### src/rtl/insn_framer_pkg.sv
package insn_framer_pkg;
  localparam int unsigned BYTE_W = 8;
  localparam int unsigned LEN_W  = 4;

  typedef logic [BYTE_W-1:0] byte_t;

  typedef enum logic [2:0] {
    ST_IDLE, ST_PREFIX, ST_OPCODE, ST_MODRM, ST_SIB, ST_DISP, ST_IMM, ST_ERROR
  } fsm_t;

  typedef enum logic [2:0] {
    PK_NONE, PK_OPSZ, PK_ADSZ, PK_SEG, PK_LOCK, PK_REP, PK_REPNE, PK_REX
  } pfx_kind_t;

  typedef struct packed {
    logic             opsz_ovr;
    logic             adsz_ovr;
    logic             lock;
    logic             rep;
    logic             repne;
    logic [2:0]       seg;
    byte_t            rex;
    logic [1:0]       opc_cnt;
    byte_t            esc1;
    byte_t            esc2;
    byte_t            opcode;
    byte_t            modrm;
    logic             modrm_v;
    byte_t            sib;
    logic             sib_v;
    logic [2:0]       disp_len;
    logic [LEN_W-1:0] imm_len;
    logic [LEN_W-1:0] op_size;
    logic [LEN_W-1:0] addr_size;
    logic [LEN_W-1:0] stack_size;
  } insn_fields_t;

  function automatic logic [LEN_W-1:0] log_to_bytes(input logic [1:0] lg);
    return LEN_W'(1) << lg;
  endfunction
endpackage

### src/rtl/insn_prefix_class.sv
module insn_prefix_class
  import insn_framer_pkg::*;
(
  input  byte_t      b,
  input  logic       long_mode,
  output pfx_kind_t  kind,
  output logic [2:0] seg
);
  always_comb begin
    kind = PK_NONE;
    seg  = 3'd0;
    case (b)
      8'h66: kind = PK_OPSZ;
      8'h67: kind = PK_ADSZ;
      8'hF0: kind = PK_LOCK;
      8'hF3: kind = PK_REP;
      8'hF2: kind = PK_REPNE;
      8'h2E: begin kind = PK_SEG; seg = 3'd1; end
      8'h3E: begin kind = PK_SEG; seg = 3'd2; end
      8'h26: begin kind = PK_SEG; seg = 3'd3; end
      8'h64: begin kind = PK_SEG; seg = 3'd4; end
      8'h65: begin kind = PK_SEG; seg = 3'd5; end
      8'h36: begin kind = PK_SEG; seg = 3'd6; end
      default: begin
        // REX class only counts as a prefix in the 64-bit submode
        if (b[7:4] == 4'h4 && long_mode) kind = PK_REX;
      end
    endcase
  end
endmodule

### src/rtl/insn_size_resolve.sv
module insn_size_resolve
  import insn_framer_pkg::*;
(
  input  logic             rex_w,
  input  logic             opsz_ovr,
  input  logic             adsz_ovr,
  input  logic [1:0]       def_op_log,
  input  logic [1:0]       alt_op_log,
  input  logic [1:0]       def_addr_log,
  input  logic [1:0]       alt_addr_log,
  input  logic [1:0]       stack_log,
  input  logic             one_byte,
  input  byte_t            opcode,
  input  logic [2:0]       imm_class,
  output logic [LEN_W-1:0] op_size,
  output logic [LEN_W-1:0] addr_size,
  output logic [LEN_W-1:0] stack_size,
  output logic [LEN_W-1:0] imm_len,
  output logic             class_bad
);
  logic [1:0]       op_log, addr_log, ref_log;
  logic [LEN_W-1:0] ref_size;
  logic             moffs;

  always_comb begin
    if (rex_w)         op_log = 2'd3;
    else if (opsz_ovr) op_log = alt_op_log;
    else               op_log = def_op_log;
    addr_log  = adsz_ovr ? alt_addr_log : def_addr_log;
    op_size    = log_to_bytes(op_log);
    addr_size  = log_to_bytes(addr_log);
    stack_size = log_to_bytes(stack_log);

    // one-byte 0xA0..0xA3 size their immediate by address width
    moffs    = one_byte && (opcode[7:2] == 6'b101000);
    ref_log  = moffs ? addr_log : op_log;
    ref_size = log_to_bytes(ref_log);

    class_bad = 1'b0;
    case (imm_class)
      3'd0: imm_len = '0;
      3'd1: imm_len = LEN_W'(1);
      3'd2: imm_len = LEN_W'(2);
      3'd3: imm_len = (ref_size > LEN_W'(4)) ? LEN_W'(4) : ref_size;
      3'd4: imm_len = ref_size;
      default: begin imm_len = '0; class_bad = 1'b1; end
    endcase
  end
endmodule

### src/rtl/insn_modrm_eval.sv
module insn_modrm_eval
  import insn_framer_pkg::*;
(
  input  byte_t            modrm,
  input  logic             addr16,
  input  logic             one_byte,
  input  byte_t            opcode,
  input  logic [LEN_W-1:0] op_size,
  input  logic [LEN_W-1:0] imm_in,
  output logic [2:0]       disp_len,
  output logic             need_sib,
  output logic [LEN_W-1:0] imm_out
);
  logic [1:0] md;
  logic [2:0] rg, rm;

  always_comb begin
    md = modrm[7:6];
    rg = modrm[5:3];
    rm = modrm[2:0];

    if (addr16) begin
      if ((md == 2'd0 && rm == 3'd6) || md == 2'd2) disp_len = 3'd2;
      else if (md == 2'd1)                          disp_len = 3'd1;
      else                                          disp_len = 3'd0;
    end else begin
      if ((md == 2'd0 && rm == 3'd5) || md == 2'd2) disp_len = 3'd4;
      else if (md == 2'd1)                          disp_len = 3'd1;
      else                                          disp_len = 3'd0;
    end

    need_sib = (rm == 3'd4) && (md != 2'd3);

    // group-3 test form carries an immediate the opcode class omits
    imm_out = imm_in;
    if (one_byte && rg[2:1] == 2'b00) begin
      if (opcode == 8'hF6)      imm_out = LEN_W'(1);
      else if (opcode == 8'hF7) imm_out = (op_size == LEN_W'(8)) ? LEN_W'(4) : op_size;
    end
  end
endmodule

### src/rtl/insn_framer.sv
module insn_framer
  import insn_framer_pkg::*;
#(
  parameter int unsigned MAX_PREFIX = 14
) (
  input  logic       clk,
  input  logic       rst_n,
  input  logic       in_valid,
  input  logic [7:0] in_byte,
  output logic       in_ready,
  input  logic       long_mode,
  input  logic [1:0] def_op_log,
  input  logic [1:0] alt_op_log,
  input  logic [1:0] def_addr_log,
  input  logic [1:0] alt_addr_log,
  input  logic [1:0] stack_log,
  output logic [1:0] lk_map,
  output logic [7:0] lk_opcode,
  input  logic       lk_modrm,
  input  logic [2:0] lk_imm_class,
  output logic       done,
  output logic       error,
  output logic       pfx_opsize,
  output logic       pfx_addrsize,
  output logic       pfx_lock,
  output logic       pfx_rep,
  output logic       pfx_repne,
  output logic [2:0] pfx_seg,
  output logic [7:0] rex_byte,
  output logic [1:0] opc_count,
  output logic [7:0] opc_esc1,
  output logic [7:0] opc_esc2,
  output logic [7:0] opc_main,
  output logic [7:0] modrm_byte,
  output logic       modrm_valid,
  output logic [7:0] sib_byte,
  output logic       sib_valid,
  output logic [2:0] disp_bytes,
  output logic [3:0] imm_bytes,
  output logic [3:0] op_size,
  output logic [3:0] addr_size,
  output logic [3:0] stack_size
);
  localparam int unsigned PCNT_W = $clog2(MAX_PREFIX + 1);

  fsm_t             state_q, nxt_state;
  insn_fields_t     fld_q, nxt_fld, base;
  logic [LEN_W-1:0] cnt_q, nxt_cnt;
  logic [PCNT_W-1:0] pcnt_q, nxt_pcnt, pcnt_base;
  logic             done_q, err_q, fin;
  logic             accept, pfx_phase, is_prefix, opc_phase, esc_first, esc_second;

  pfx_kind_t        pk;
  logic [2:0]       pk_seg;
  logic [LEN_W-1:0] s_op, s_addr, s_stack, s_imm;
  logic             class_bad;
  logic [2:0]       m_disp;
  logic             m_sib;
  logic [LEN_W-1:0] m_imm;

  logic             do_route, r_sib;
  logic [2:0]       r_disp, sib_disp;
  logic [LEN_W-1:0] r_imm;

  assign in_ready  = (state_q != ST_ERROR);
  assign accept    = in_valid && in_ready;
  assign base      = (state_q == ST_IDLE) ? '0 : fld_q;
  assign pcnt_base = (state_q == ST_IDLE) ? '0 : pcnt_q;
  assign pfx_phase = (state_q == ST_IDLE) || (state_q == ST_PREFIX);
  assign is_prefix = pfx_phase && (pk != PK_NONE);
  assign opc_phase = (pfx_phase && !is_prefix) || (state_q == ST_OPCODE);
  assign esc_first  = (base.opc_cnt == 2'd0) && (in_byte == 8'h0F);
  assign esc_second = (base.opc_cnt == 2'd1) && (in_byte == 8'h38 || in_byte == 8'h3A);

  assign lk_map    = base.opc_cnt;
  assign lk_opcode = in_byte;

  insn_prefix_class u_pfx (
    .b(in_byte), .long_mode(long_mode), .kind(pk), .seg(pk_seg)
  );

  insn_size_resolve u_size (
    .rex_w(base.rex[3]), .opsz_ovr(base.opsz_ovr), .adsz_ovr(base.adsz_ovr),
    .def_op_log(def_op_log), .alt_op_log(alt_op_log),
    .def_addr_log(def_addr_log), .alt_addr_log(alt_addr_log),
    .stack_log(stack_log), .one_byte(base.opc_cnt == 2'd0), .opcode(in_byte),
    .imm_class(lk_imm_class), .op_size(s_op), .addr_size(s_addr),
    .stack_size(s_stack), .imm_len(s_imm), .class_bad(class_bad)
  );

  insn_modrm_eval u_modrm (
    .modrm(in_byte), .addr16(def_op_log == 2'd1), .one_byte(fld_q.opc_cnt == 2'd1),
    .opcode(fld_q.opcode), .op_size(fld_q.op_size), .imm_in(fld_q.imm_len),
    .disp_len(m_disp), .need_sib(m_sib), .imm_out(m_imm)
  );

  assign sib_disp = (fld_q.modrm[7:6] == 2'd0 && in_byte[2:0] == 3'd5) ? 3'd4 : fld_q.disp_len;

  always_comb begin
    nxt_state = state_q;
    nxt_fld   = fld_q;
    nxt_cnt   = cnt_q;
    nxt_pcnt  = pcnt_q;
    fin       = 1'b0;
    do_route  = 1'b0;
    r_sib     = 1'b0;
    r_disp    = 3'd0;
    r_imm     = '0;
    if (accept) begin
      nxt_fld  = base;
      nxt_pcnt = pcnt_base;
      if (is_prefix) begin
        if (pcnt_base == PCNT_W'(MAX_PREFIX)) begin
          nxt_state = ST_ERROR;
        end else begin
          nxt_pcnt  = pcnt_base + PCNT_W'(1);
          nxt_state = ST_PREFIX;
          case (pk)
            PK_OPSZ:  nxt_fld.opsz_ovr = 1'b1;
            PK_ADSZ:  nxt_fld.adsz_ovr = 1'b1;
            PK_LOCK:  nxt_fld.lock     = 1'b1;
            PK_REP:   nxt_fld.rep      = 1'b1;
            PK_REPNE: nxt_fld.repne    = 1'b1;
            PK_SEG:   nxt_fld.seg      = pk_seg;
            PK_REX:   nxt_fld.rex      = in_byte;
            default:  ;
          endcase
        end
      end else if (opc_phase) begin
        nxt_fld.opc_cnt = base.opc_cnt + 2'd1;
        if (esc_first) begin
          nxt_fld.esc1 = in_byte;
          nxt_state    = ST_OPCODE;
        end else if (esc_second) begin
          nxt_fld.esc2 = in_byte;
          nxt_state    = ST_OPCODE;
        end else if (class_bad) begin
          nxt_state = ST_ERROR;
        end else begin
          nxt_fld.opcode     = in_byte;
          nxt_fld.op_size    = s_op;
          nxt_fld.addr_size  = s_addr;
          nxt_fld.stack_size = s_stack;
          nxt_fld.imm_len    = s_imm;
          if (lk_modrm) begin
            nxt_state = ST_MODRM;
          end else begin
            do_route = 1'b1;
            r_imm    = s_imm;
          end
        end
      end else begin
        case (state_q)
          ST_MODRM: begin
            nxt_fld.modrm    = in_byte;
            nxt_fld.modrm_v  = 1'b1;
            nxt_fld.disp_len = m_disp;
            nxt_fld.imm_len  = m_imm;
            do_route = 1'b1;
            r_sib    = m_sib;
            r_disp   = m_disp;
            r_imm    = m_imm;
          end
          ST_SIB: begin
            nxt_fld.sib      = in_byte;
            nxt_fld.sib_v    = 1'b1;
            nxt_fld.disp_len = sib_disp;
            do_route = 1'b1;
            r_disp   = sib_disp;
            r_imm    = fld_q.imm_len;
          end
          ST_DISP: begin
            if (cnt_q == LEN_W'(1)) begin
              do_route = 1'b1;
              r_imm    = fld_q.imm_len;
            end else begin
              nxt_cnt = cnt_q - LEN_W'(1);
            end
          end
          ST_IMM: begin
            if (cnt_q == LEN_W'(1)) do_route = 1'b1;
            else                    nxt_cnt  = cnt_q - LEN_W'(1);
          end
          default: ;
        endcase
      end
      if (do_route) begin
        if (r_sib) begin
          nxt_state = ST_SIB;
        end else if (r_disp != 3'd0) begin
          nxt_state = ST_DISP;
          nxt_cnt   = LEN_W'(r_disp);
        end else if (r_imm != '0) begin
          nxt_state = ST_IMM;
          nxt_cnt   = r_imm;
        end else begin
          nxt_state = ST_IDLE;
          fin       = 1'b1;
        end
      end
    end
  end

  always_ff @(posedge clk) begin
    if (!rst_n) begin
      state_q <= ST_IDLE;
      fld_q   <= '0;
      cnt_q   <= '0;
      pcnt_q  <= '0;
      done_q  <= 1'b0;
      err_q   <= 1'b0;
    end else begin
      done_q <= fin;
      if (accept) begin
        state_q <= nxt_state;
        fld_q   <= nxt_fld;
        cnt_q   <= nxt_cnt;
        pcnt_q  <= nxt_pcnt;
        if (nxt_state == ST_ERROR) err_q <= 1'b1;
      end
    end
  end

  assign done         = done_q;
  assign error        = err_q;
  assign pfx_opsize   = fld_q.opsz_ovr;
  assign pfx_addrsize = fld_q.adsz_ovr;
  assign pfx_lock     = fld_q.lock;
  assign pfx_rep      = fld_q.rep;
  assign pfx_repne    = fld_q.repne;
  assign pfx_seg      = fld_q.seg;
  assign rex_byte     = fld_q.rex;
  assign opc_count    = fld_q.opc_cnt;
  assign opc_esc1     = fld_q.esc1;
  assign opc_esc2     = fld_q.esc2;
  assign opc_main     = fld_q.opcode;
  assign modrm_byte   = fld_q.modrm;
  assign modrm_valid  = fld_q.modrm_v;
  assign sib_byte     = fld_q.sib;
  assign sib_valid    = fld_q.sib_v;
  assign disp_bytes   = fld_q.disp_len;
  assign imm_bytes    = fld_q.imm_len;
  assign op_size      = fld_q.op_size;
  assign addr_size    = fld_q.addr_size;
  assign stack_size   = fld_q.stack_size;

  assert_err_sticky_R12: assert property (@(posedge clk) disable iff (!rst_n)
    err_q |=> err_q);
  assert_err_stall_R12: assert property (@(posedge clk) disable iff (!rst_n)
    err_q |-> !in_ready);
  assert_hold_R13: assert property (@(posedge clk) disable iff (!rst_n)
    (!in_valid && !err_q) |=> ($stable(state_q) && !done_q));
  assert_sib_modrm_R9: assert property (@(posedge clk) disable iff (!rst_n)
    (done_q && fld_q.sib_v) |-> (fld_q.modrm_v && fld_q.modrm[2:0] == 3'd4 && fld_q.modrm[7:6] != 2'd3));
  assert_opc_count_R4: assert property (@(posedge clk) disable iff (!rst_n)
    done_q |-> (fld_q.opc_cnt != 2'd0));
  assert_rex_long_R3: assert property (@(posedge clk) disable iff (!rst_n)
    (done_q && fld_q.rex != 8'h00) |-> (fld_q.rex[7:4] == 4'h4));
  assert_imm_len_R6: assert property (@(posedge clk) disable iff (!rst_n)
    done_q |-> (fld_q.imm_len <= LEN_W'(8)));
endmodule

### config.mk
export PLATFORM = sky130hd
export DESIGN_NAME = insn_framer
export DESIGN_NICKNAME = d
export VERILOG_FILES = /design/src/rtl/insn_framer_pkg.sv /design/src/rtl/insn_prefix_class.sv /design/src/rtl/insn_size_resolve.sv /design/src/rtl/insn_modrm_eval.sv /design/src/rtl/insn_framer.sv
export SDC_FILE = /design/constraint.sdc
export NUM_CORES = 1
export LEC_CHECK = 0
export ABC_AREA = 0
export BUFFER_PORTS_ARGS = -buffer_cell sky130_fd_sc_hd__clkbuf_2
export CAP_MARGIN = 5
export CORE_UTILIZATION = 55
export CTS_CLUSTER_SIZE = 8
export DETAILED_ROUTE_END_ITERATION = 6
export HOLD_SLACK_MARGIN = 0.1
export PLACE_DENSITY = 0.89
export SLEW_MARGIN = 20
export SYNTH_ARGS = -nofsm -noshare
export SYNTH_HDL_FRONTEND = slang
export SYNTH_HIERARCHICAL = 1
export SYNTH_SLANG_ARGS = --single-unit
### constraint.sdc
create_clock -name clk -period 5.95 [get_ports clk]
set_clock_uncertainty 0.1 [all_clocks]
set_input_delay 0.8925 -clock clk [delete_from_list [all_inputs] [get_ports clk]]
set_output_delay 0.8925 -clock clk [all_outputs]
set_load 0.03 [all_outputs]
# After elaboration in Yosys (flattened, before gate mapping)
# Index checks and enable logic that the tools add are counted.
# word_totals
ff_bits,92
in_bits,26
out_inout_bits,92
# op_classes
addsub,3
magnitude_cmp,1
eq_ne,49
shifts,4
mux,95
bitwise_logic,3
n_reduce_logical,33
# ops
operator,count
$mux 4,26
$mux 16,6
$mux 79,1
$mux 3,21
$mux 63,1
$eq 8x6->1 const B,6
$eq 8x8->1 const B,5
$mux 8,5
$eq 3x3->1 const B,12
$pmux 3 s6,2
$eq 8x7->1 const B,4
$mux 26,1
$mux 21,1
$mux 1,19
$eq 3x2->1 const B,6
$mux 9,2
$pmux 4 s4,1
$shl 1x2->4 const A,4
$logic_and 1x1->1,12
$mux 12,1
$pmux 3 s2,2
$pmux 4 s3,1
$reduce_or 5->1,2
$eq 3x1->1 const B,3
25 further kinds,44

# Logic depth before layout (Yosys ltp)
# Gate-level depths: netlist (run 1).
# depth
ltp_word,24
depth_mapped,15
ltp_nobuf,13

# By module
# The synthesis (run 1) kept the hierarchy.
# by_module_without_submodules
module,n_inst,cells_per_inst,area_each_um2,seq_area_each_um2
insn_framer,1,509,4116.4,1841.8
insn_size_resolve,1,42,279.0,0.0
insn_modrm_eval,1,24,188.9,0.0
insn_prefix_class,1,25,183.9,0.0

# Worst setup path after synthesis (run 1)
# OpenSTA, ideal clock, no wires.
# synth_path
kind,reg-to-reg
from,reg state_q[2]
to,"reg err_q, in the netlist error"
setup_ns,0.061
arrival_ns,3.468
path_slack_ns,2.321
stages_incl_launch_ff,16
synth_period_minus_slack_ns,3.629
cell_sequence,dfxtp_1 > clkbuf_1 > or3_1 > clkbuf_1 > nand2_1 > ha_1 > nand4b_1 > or4_4 > mux2_4 > nand2b_4 > a21boi_1 > nor4_1 > o41ai_2 > nand3b_1 > a31oi_2 > a32o_1
# synth_between
elab_chain_len,24
word_cells_on_any_way,70
cone_classes,order compare: 1; eq/ne: 10; shift: 1; mux: 42; reduce/logical: 16
# synth_rtl
item,line_no,rtl
from (decl),insn_framer.sv:46,"fsm_t state_q, nxt_state;"
from (signal assigned),insn_framer.sv:215,state_q <= nxt_state;
$logic_not 3->1 *,insn_framer.sv:67,assign base = (state_q == ST_IDLE) ? '0 : fld_q;
$mux 79 *,insn_framer.sv:67,
$mux 2 or $logic_not 2->1 (tied branches),"insn_size_resolve.sv:27, insn_framer.sv:86",
$mux 2 or $logic_and 1x1->1 (tied branches),"insn_size_resolve.sv:26, insn_size_resolve.sv:35",
$mux 2 *,insn_size_resolve.sv:36,ref_log = moffs ? addr_log : op_log;
$shl 1x2->4 *,insn_framer_pkg.sv:39,return LEN_W'(1) << lg;
$gt 4x3->1,insn_size_resolve.sv:44,3'd3: imm_len = (ref_size > LEN_W'(4)) ? LEN_W'(4) : ref_size;
$mux 4,insn_size_resolve.sv:44,
[... 1 more ...],-,
net s_imm[2],insn_framer.sv:55,"logic [LEN_W-1:0] s_op, s_addr, s_stack, s_imm;"
[... 7 more ...],-,
$reduce_bool 4->1 *,insn_framer.sv:193,end else if (r_imm != '0) begin
$mux 3 *,insn_framer.sv:193,
$mux 3 *,insn_framer.sv:190,end else if (r_disp != 3'd0) begin
$mux 3 *,insn_framer.sv:188,if (r_sib) begin
$mux 3 *,insn_framer.sv:187,if (do_route) begin
$mux 3 *,insn_framer.sv:109,if (accept) begin
$eq 3x3->1 *,insn_framer.sv:219,if (nxt_state == ST_ERROR) err_q <= 1'b1;
$reduce_and 2->1 (no line) *,-,
to (signal assigned),insn_framer.sv:211,err_q <= 1'b0;
to (signal assigned),insn_framer.sv:219,
to (decl),insn_framer.sv:50,"logic done_q, err_q, fin;"
# The timed path passes the listed nets; every way through them passes the cells marked *. The select of a mux whose other input is x is not followed.
# A chain may end at the register's enable or synchronous reset.

# Final worst setup path (run 1)
# Same ends and word-level chain as after synthesis.

==> results.yml, run 1 <==
detailed_routing:
  drtIter0Drc: 395
  via_per_inst: 6.183
  vias: 4928
  first_pass_iters: 5
  wirelength_um: 13810
  drc: 0
  wire_per_inst_um: 17.33
  postRouteAntennaNets: 0
clock_network:
  numCtsBuffers: 9
  cts_setup_buffers: 0
  clock_latency_ns: 0.36
  cts-hold-fix-buffers: 0
  max-clock-path-buffers: 2
  ctsHtreeMaxLevel: 3
  clk_pin_slew_ns: 0.09
  numClockSinks: 92
  cts_root_buffer: "clkbuf_8"
  cts.repair.resized: 0
  tritoncts: "built"
critical_path:
  cp_cell_sequence: "or3_1 > nand2_1 > ha_1 > nand4b_1 > or4_4 > mux2_4 > nand2b_4 > a21boi_1 > nor4_1 > o41ai_2 > nand3b_1 > a31oi_2 > a32o_1"
  crit_start: "state_q[2]$_SDFFE_PN0P_"
  crit_arrival_ns: 4.32
  cp_top_family: "simple AND/OR/NAND/NOR gates"
  reg2reg_to: "error$_SDFFE_PN0P_"
  endpoint_kind: "flop"
  ff2ff_path_depth: 13
  crit_path_max_incr_delay_ns: 0.62
  worst_path_max_delay_cell: "or3_1"
  r2r_slack_ns: 1.84
  worst-path-stages: 13
  r2r_start: "state_q[2]$_SDFFE_PN0P_"
  critPathLaunchType: "flop"
  path_buf_inv: 0
  worstSetupPathType: "reg -> reg"
  crit_end: "error$_SDFFE_PN0P_"
  critPathRequiredTime_ns: 6.16
  critical_path.max_fanout: 20
synthesis:
  yosysSeqAreaShare: 0.3863
  synth-seq-cells: 92
  yosys-top-cells-area: "dfxtp_1, nand2_1, a21oi_1, nand3_1, nor2_1"
  synth_nets: 632
  synth-edff-count: 0
  avgSynthCellArea_um2: 7.947
  synthCells: 600
  async_reset_ff_frac: 0
  synth_top_area_frac: 0.3863
  yosysWarningCount: 6
  ys_types: 74
  yosys.area.top_type: "dfxtp_1"
  dominantRegCellSynth: "dfxtp_1"
  syn-cell-area_um2: 4768
grt:
  gr-usage-all-layers: 0.3061
  grt_pass1_wl_um: 21510
  grtUsageMet1: 0.3961
  top_usage_layer: "met2"
  globalRoute.totalOverflow: 0
  gr-usage-met3: 0.06778
  antenna_found_initial: 0
  grt_pass1_vias: 4579
  grt_max_degree: 63
  grt_use_met2: 0.4905
sta:
  tightest_slew_ns: 1.067
  tns_ns: 0
  setup_viol: 0
  slew_headroom: 0.2887
  rsz0062_at_grt: "false"
  maxSlewViolCount: 0
  min_period_ns: 4.110
  hold-worst-slack_ns: 0.3439
  fin_crit_sh: 0.6907
  finalHoldViolCount: 0
  max_freq_mhz: 243.3
power_and_ir_drop:
  switchingPower_mw: 0.4352
  intPower_mw: 0.9292
  power_density_nw_per_um2: 247.9
  power_mw: 1.364
  seqPwrFrac: 0.483
  pwr-share-clk: 0.316
  p_comb_frac: 0.201
  p_leak_nw: 2.297
  swShare: 0.3190
  vdd_ir_drop_max_uv: 156.5
final_layout:
  fillers: 704
  area_growth_syn_to_layout_pct: 15.43
  drive_above_1_share: 0.2240
  final_util: 0.6632
  design_area_um2: 5504
  finalNetCount: 720
  diodes: 0
hold_path:
  min_from: "opc_esc1[7]$_SDFFE_PN0P_"
  hp-class: "reg -> reg"
flow_run:
  maxCapViolCount: 0
floorplan:
  io_pins: 118
  rows: 33
  core_um2: 8299
  initial_core_util: 0.5746
  dieHeight_um: 95.11
  dieArea_um2: 9046
  die_x_um: 95.11
place:
  place_congestion: 0.9356
  port_buffers: 117
  hpwl_um: 9959
  place_area_um2: 5300
run_status:
  status: "finished, final reports clean"
==> cell usage in the layout, fill, tap and decap left out, drive strengths merged, types with 3 or more instances in the layout <==
cell type    n
nor3b        8
nor2        39
a21oi       65
or4          3
mux2         4
dfxtp       92
and3        10
nor2b       15
clkbuf     129
nand3       41
mux2i        6
ha           6
a211oi       3
nor3        12
or3          3
o22ai        3
nand2b       6
nor4         7
nand2       88
o21ai       24
nand4b       3
a22oi       13
inv         18
o211ai       5
and2        10
a22o         7
a32oi        5
nand4        6
a31oi       14
a32o         5
o21a         8
==> worst min-delay path by stage <==
stage	cells after the start	end	slack (ns)
5_1_grt	2	sib_byte[2]$_SDFFE_PN0P_	0.38
3_5_place_dp	2	opc_esc1[7]$_SDFFE_PN0P_	0.33
4_1_cts	2	opc_esc1[7]$_SDFFE_PN0P_	0.35
3_3_place_gp	2	opc_esc1[7]$_SDFFE_PN0P_	0.32
6_report	2	opc_esc1[7]$_SDFFE_PN0P_	0.34
2_1_floorplan	2	pcnt_q[3]$_SDFFE_PN0P_	0.37
==> logic make-up (layout without fill, tap and decap cells) <==
logic type,count (synthesis),after routing,share of synthesized area
xor+xnor,3,3,0.005511
buf+inv,59,151,0.05589
flops,92,92,0.3863
mux,10,10,0.02283
compound gates,168,168,0.2278
simple gates,261,261,0.2839
fa+ha+maj,7,7,0.01784
==> stage by stage <==
step | cells | setup slack [ns]
floorplan | 600 | 2.321
global placement | 782 | 1.872
detailed placement | 782 | 1.766
CTS | 797 | 1.868
global route | 797 | 1.584
finish | 797 | 1.840
==> synthesized netlist by cell type (6+ instances only) <==
library cell / number
nor3b_1: 8
dfxtp_1: 92
o21a_1: 8
mux2i_1: 6
a31oi_1: 13
nor4_1: 7
ha_1: 6
o21ai_0: 19
nand4_1: 6
nand3_1: 41
clkbuf_1: 28
nor3_1: 11
nor2b_1: 13
a21oi_1: 65
and3_1: 9
nor2_1: 39
buf_4: 10
inv_1: 17
and2_1: 10
a22o_1: 7
a22oi_1: 13
nand2_1: 87
==> layer usage <==
metal,share of wire,vias up
li1,-,2332
met1,0.40,2265
met2,0.47,297
met3,0.10,34
met4,0.020,0
met5,0,-
==> state kept, by name (all words and copies together) (netlist names), 3 cells and up, named ones only <==
signal	count
rex_byte	8
disp_bytes	3
opc_esc1	8
state_q	3
cnt_q	4
imm_bytes	4
modrm_byte	8
pfx_seg	3
addr_size	4
opc_main	8
sib_byte	8
opc_esc2	8
op_size	4
stack_size	4
pcnt_q	4
==> worst min-delay path: stages (launching register included) <==
cell and delay (ns):
dfxtp_1 0.32, nand2_1 0.06, nor2_1 0.03
==> layout make-up <==
class / instances / area, µm² / share of cell area
multi-input cells: 449 / 2669 / 0.4849
clock buffers: 12 / 155.1 / 0.02819
flip-flops and latches: 92 / 1842 / 0.3346
repair buffers: 118 / 593.1 / 0.1078
inverters: 18 / 67.56 / 0.01228
clock inverters: 3 / 46.29 / 0.008411
well taps: 105 / 131.4 / 0.02387
==> power by group through the flow <==
stage	clock, mW	combinational, mW	sequential [mW]
6_report	0.432	0.274	0.659
3_5_place_dp	0	0.266	0.673
2_1_floorplan	0	0.178	0.685
5_1_grt	0.460	0.296	0.662
3_3_place_gp	0	0.259	0.671
4_1_cts	0.437	0.268	0.658
Power figures use the tool's default switching activity.
==> run 2, diff against run 1 <==
--- a/config.mk
+++ b/config.mk
@@ -5,14 +5,14 @@
 export SDC_FILE = /design/constraint.sdc
 export NUM_CORES = 1
 export LEC_CHECK = 0
-export ABC_AREA = 0
+export ABC_AREA = 1
 export BUFFER_PORTS_ARGS = -buffer_cell sky130_fd_sc_hd__clkbuf_2
 export CAP_MARGIN = 5
 export CORE_UTILIZATION = 55
 export CTS_CLUSTER_SIZE = 8
 export DETAILED_ROUTE_END_ITERATION = 6
 export HOLD_SLACK_MARGIN = 0.1
-export PLACE_DENSITY = 0.89
+export PLACE_DENSITY = 0.87
 export SLEW_MARGIN = 20
 export SYNTH_ARGS = -nofsm -noshare
 export SYNTH_HDL_FRONTEND = slang
==> constraint.sdc (replaced) <==
create_clock -name clk -period 3.8 [get_ports clk]
set_clock_uncertainty 0.1 [all_clocks]
set_input_delay 0.57 -clock clk [delete_from_list [all_inputs] [get_ports clk]]
set_output_delay 0.57 -clock clk [all_outputs]
set_load 0.03 [all_outputs]
==> run 2 against run 1 <==
Compared with the run above:
- total power up 75%
- core utilization down 1.4 points
- critical path depth up 11
- sequential cell count unchanged
- cell area up 15%
- sequential power up 56%
- maximum frequency up 25%
==> results.yml, run 2 <==
critical_path:
  critPathLaunchType: "flop"
  reg2reg_to: "error$_SDFFE_PN0P_"
  r2r_start: "state_q[0]$_SDFFE_PN0P_"
  critical_path.max_fanout: 7
  r2r_slack_ns: 0.52
  crit_arrival_ns: 3.51
  worstSetupPathType: "reg -> reg"
  critPathRequiredTime_ns: 4.03
  endpoint_kind: "flop"
  ff2ff_path_depth: 24
synthesis:
  synth_most_common_cell: "nand2_1"
  ys_types: 51
  synth-edff-count: 0
  synth_commonest_cells: "nand2_1, inv_1, dfxtp_1, nand3_1, nor2_1"
  synthCells: 833
  yosysWarningCount: 6
  async_reset_ff_frac: 0
  yosys.area.top_type: "dfxtp_1"
  syn-cell-area_um2: 5558
  synth_nets: 865
  yosysSeqAreaShare: 0.3314
  synth_top_area_frac: 0.3314
  dominantRegCellSynth: "dfxtp_1"
  synth-seq-cells: 92
  yosys-top-cells-area: "dfxtp_1, nand2_1, inv_1, nand3_1, a21oi_1"
  avgSynthCellArea_um2: 6.672
final_layout:
  fin_cells: 1070
  finalNetCount: 964
  area_growth_syn_to_layout_pct: 14.16
  drive_above_1_share: 0.2433
  final_common_cell: "nand2_1"
  diodes: 0
  final_cell_mix: "nand2_1, clkbuf_2, inv_1"
clock_network:
  cts.repair.resized: 0
  ctsHtreeMaxLevel: 3
  cts_root_buffer: "clkbuf_8"
  clk_pin_slew_ns: 0.11
  tritoncts: "built"
  numClockSinks: 92
  max-clock-path-buffers: 2
  clock_latency_ns: 0.38
  cts-hold-fix-buffers: 0
  cts_setup_buffers: 0
  numCtsBuffers: 9
sta:
  slew_headroom: 0.5894
  max_freq_mhz: 305.0
  rsz0062_at_grt: "false"
  tightest_slew_ns: 0.6160
  finalHoldViolCount: 0
  min_period_ns: 3.278
  fin_crit_sh: 0.8627
  maxSlewViolCount: 0
  setup_viol: 0
  tns_ns: 0
detailed_routing:
  drtIter0Drc: 455
  postRouteAntennaNets: 0
  wire_per_inst_um: 14.56
  first_pass_iters: 6
  via_per_inst: 5.452
  drc: 0
  vias: 5834
  wirelength_um: 15580
floorplan:
  initial_core_util: 0.5686
  dieHeight_um: 102.5
  io_pins: 118
  core_um2: 9774
  die_x_um: 102.5
  rows: 36
  dieArea_um2: 10510
power_and_ir_drop:
  vdd_ir_drop_max_uv: 264.7
  power_density_nw_per_um2: 376.1
  p_leak_nw: 3.049
grt:
  grt_pass1_wl_um: 24920
  grt_pass1_vias: 5174
  grt_max_degree: 50
  antenna_found_initial: 0
  globalRoute.totalOverflow: 0
  gr-usage-all-layers: 0.3059
place:
  hpwl_um: 11340
  port_buffers: 117
  dp.cells: 1054
  place_congestion: 0.9498
hold_path:
  hold_depth: 2
  holdPathEnd: "error$_SDFFE_PN0P_"
  min_from: "error$_SDFFE_PN0P_"
  hp-class: "reg -> reg"
flow_run:
  maxCapViolCount: 0
run_status:
  status: "finished, final reports clean"
==> run 2: cell count changes in the layout (fill, tap and decap cells not counted), moves of 18 or more <==
| cell | delta |
|---|---|
| nand2_1 | +102 |
| inv_1 | +99 |
| nand3_1 | +38 |
| nor2_1 | +36 |
| nand2_2 | +26 |
| o21ai_0 | +18 |
==> run 2: kinds of logic after synthesis <==
group / synth area share
buffers and inverters: 0.1258
adders and majority gates: 0.01351
AOI/OAI and AO/OA: 0.1378
and+or+nand+nor: 0.3883
xor gates and xnor gates: 0.003152
DFF: 0.3314
==> run 2: cell type report <==
type / instances / area [µm²]
fillers: 908 / 3430
multi-input cells: 577 / 3017
clock inverters: 7 / 80.08
inverters: 130 / 493.0
clock buffers: 9 / 123.9
repair buffers: 122 / 623.1
well taps: 133 / 166.4
flip-flops and latches: 92 / 1842
==> run 2: worst max-delay path by stage <==
stage	from	endpoint	slack, ns	cells after the start
after CTS	state_q[0]$_SDFFE_PN0P_	error$_SDFFE_PN0P_	0.64	24
after detailed placement	in_byte[4]	opc_main[2]$_SDFFE_PN0P_	0.49	18
after floorplan	state_q[1]$_SDFFE_PN0P_	error$_SDFFE_PN0P_	1.18	24
after global placement	in_byte[7]	stack_size[2]$_SDFFE_PN0P_	0.63	18
after global routing	state_q[0]$_SDFFE_PN0P_	error$_SDFFE_PN0P_	0.29	23
final	state_q[0]$_SDFFE_PN0P_	error$_SDFFE_PN0P_	0.52	24
==> run 2: where the power goes <==
part           switching [mW]  internal (mW)  total (mW)
Sequential             0.0319           1.00        1.03
Combinational           0.491          0.182       0.673
Clock                   0.420          0.262       0.682
==> run 2: through the flow <==
stage          hold slack [ns]  setup WS, ns    util  total power [mW]  area (µm²)
6_report                0.3518        0.5216  0.6491             2.386        6345
5_1_grt                 0.3825        0.2906  0.6491             2.500        6345
4_1_cts                 0.3572        0.6411  0.6491             2.381        6345
3_5_place_dp            0.3402        0.4899  0.6283             1.711        6141
3_3_place_gp            0.3326        0.6347  0.6283             1.706        6141
2_1_floorplan           0.3391         1.184       -             1.566        5558
==> run 2: critical path, cell delays in order (launching register included) <==
cell     delay (ns)
dfxtp_1        0.44
nor2_2         0.09
nand2_2        0.19
inv_1          0.17
nor2_1         0.33
inv_1          0.09
ha_1           0.26
nand2_1        0.08
nor2_1         0.06
nand2_2        0.10
nand2_1        0.07
nand2_1        0.09
nand3_1        0.08
nand2_1        0.09
nor3b_1        0.22
nand3_1        0.10
nand2_1        0.08
nand2_2        0.06
nand2_2        0.09
nor2_4         0.05
nand2_1        0.08
nand2_1        0.09
nor2_1         0.09
nand2_1        0.07
nand2_1        0.05
==> run 2: per-layer routing <==
layer / global-route usage / share of wire / vias up
met1: 0.4125 / 0.44 / 2679
met2: 0.4908 / 0.46 / 263
met4: 0.09890 / 0.022 / 0
li1: - / - / 2855
met3: 0.06169 / 0.080 / 37
met5: 0 / 0 / -
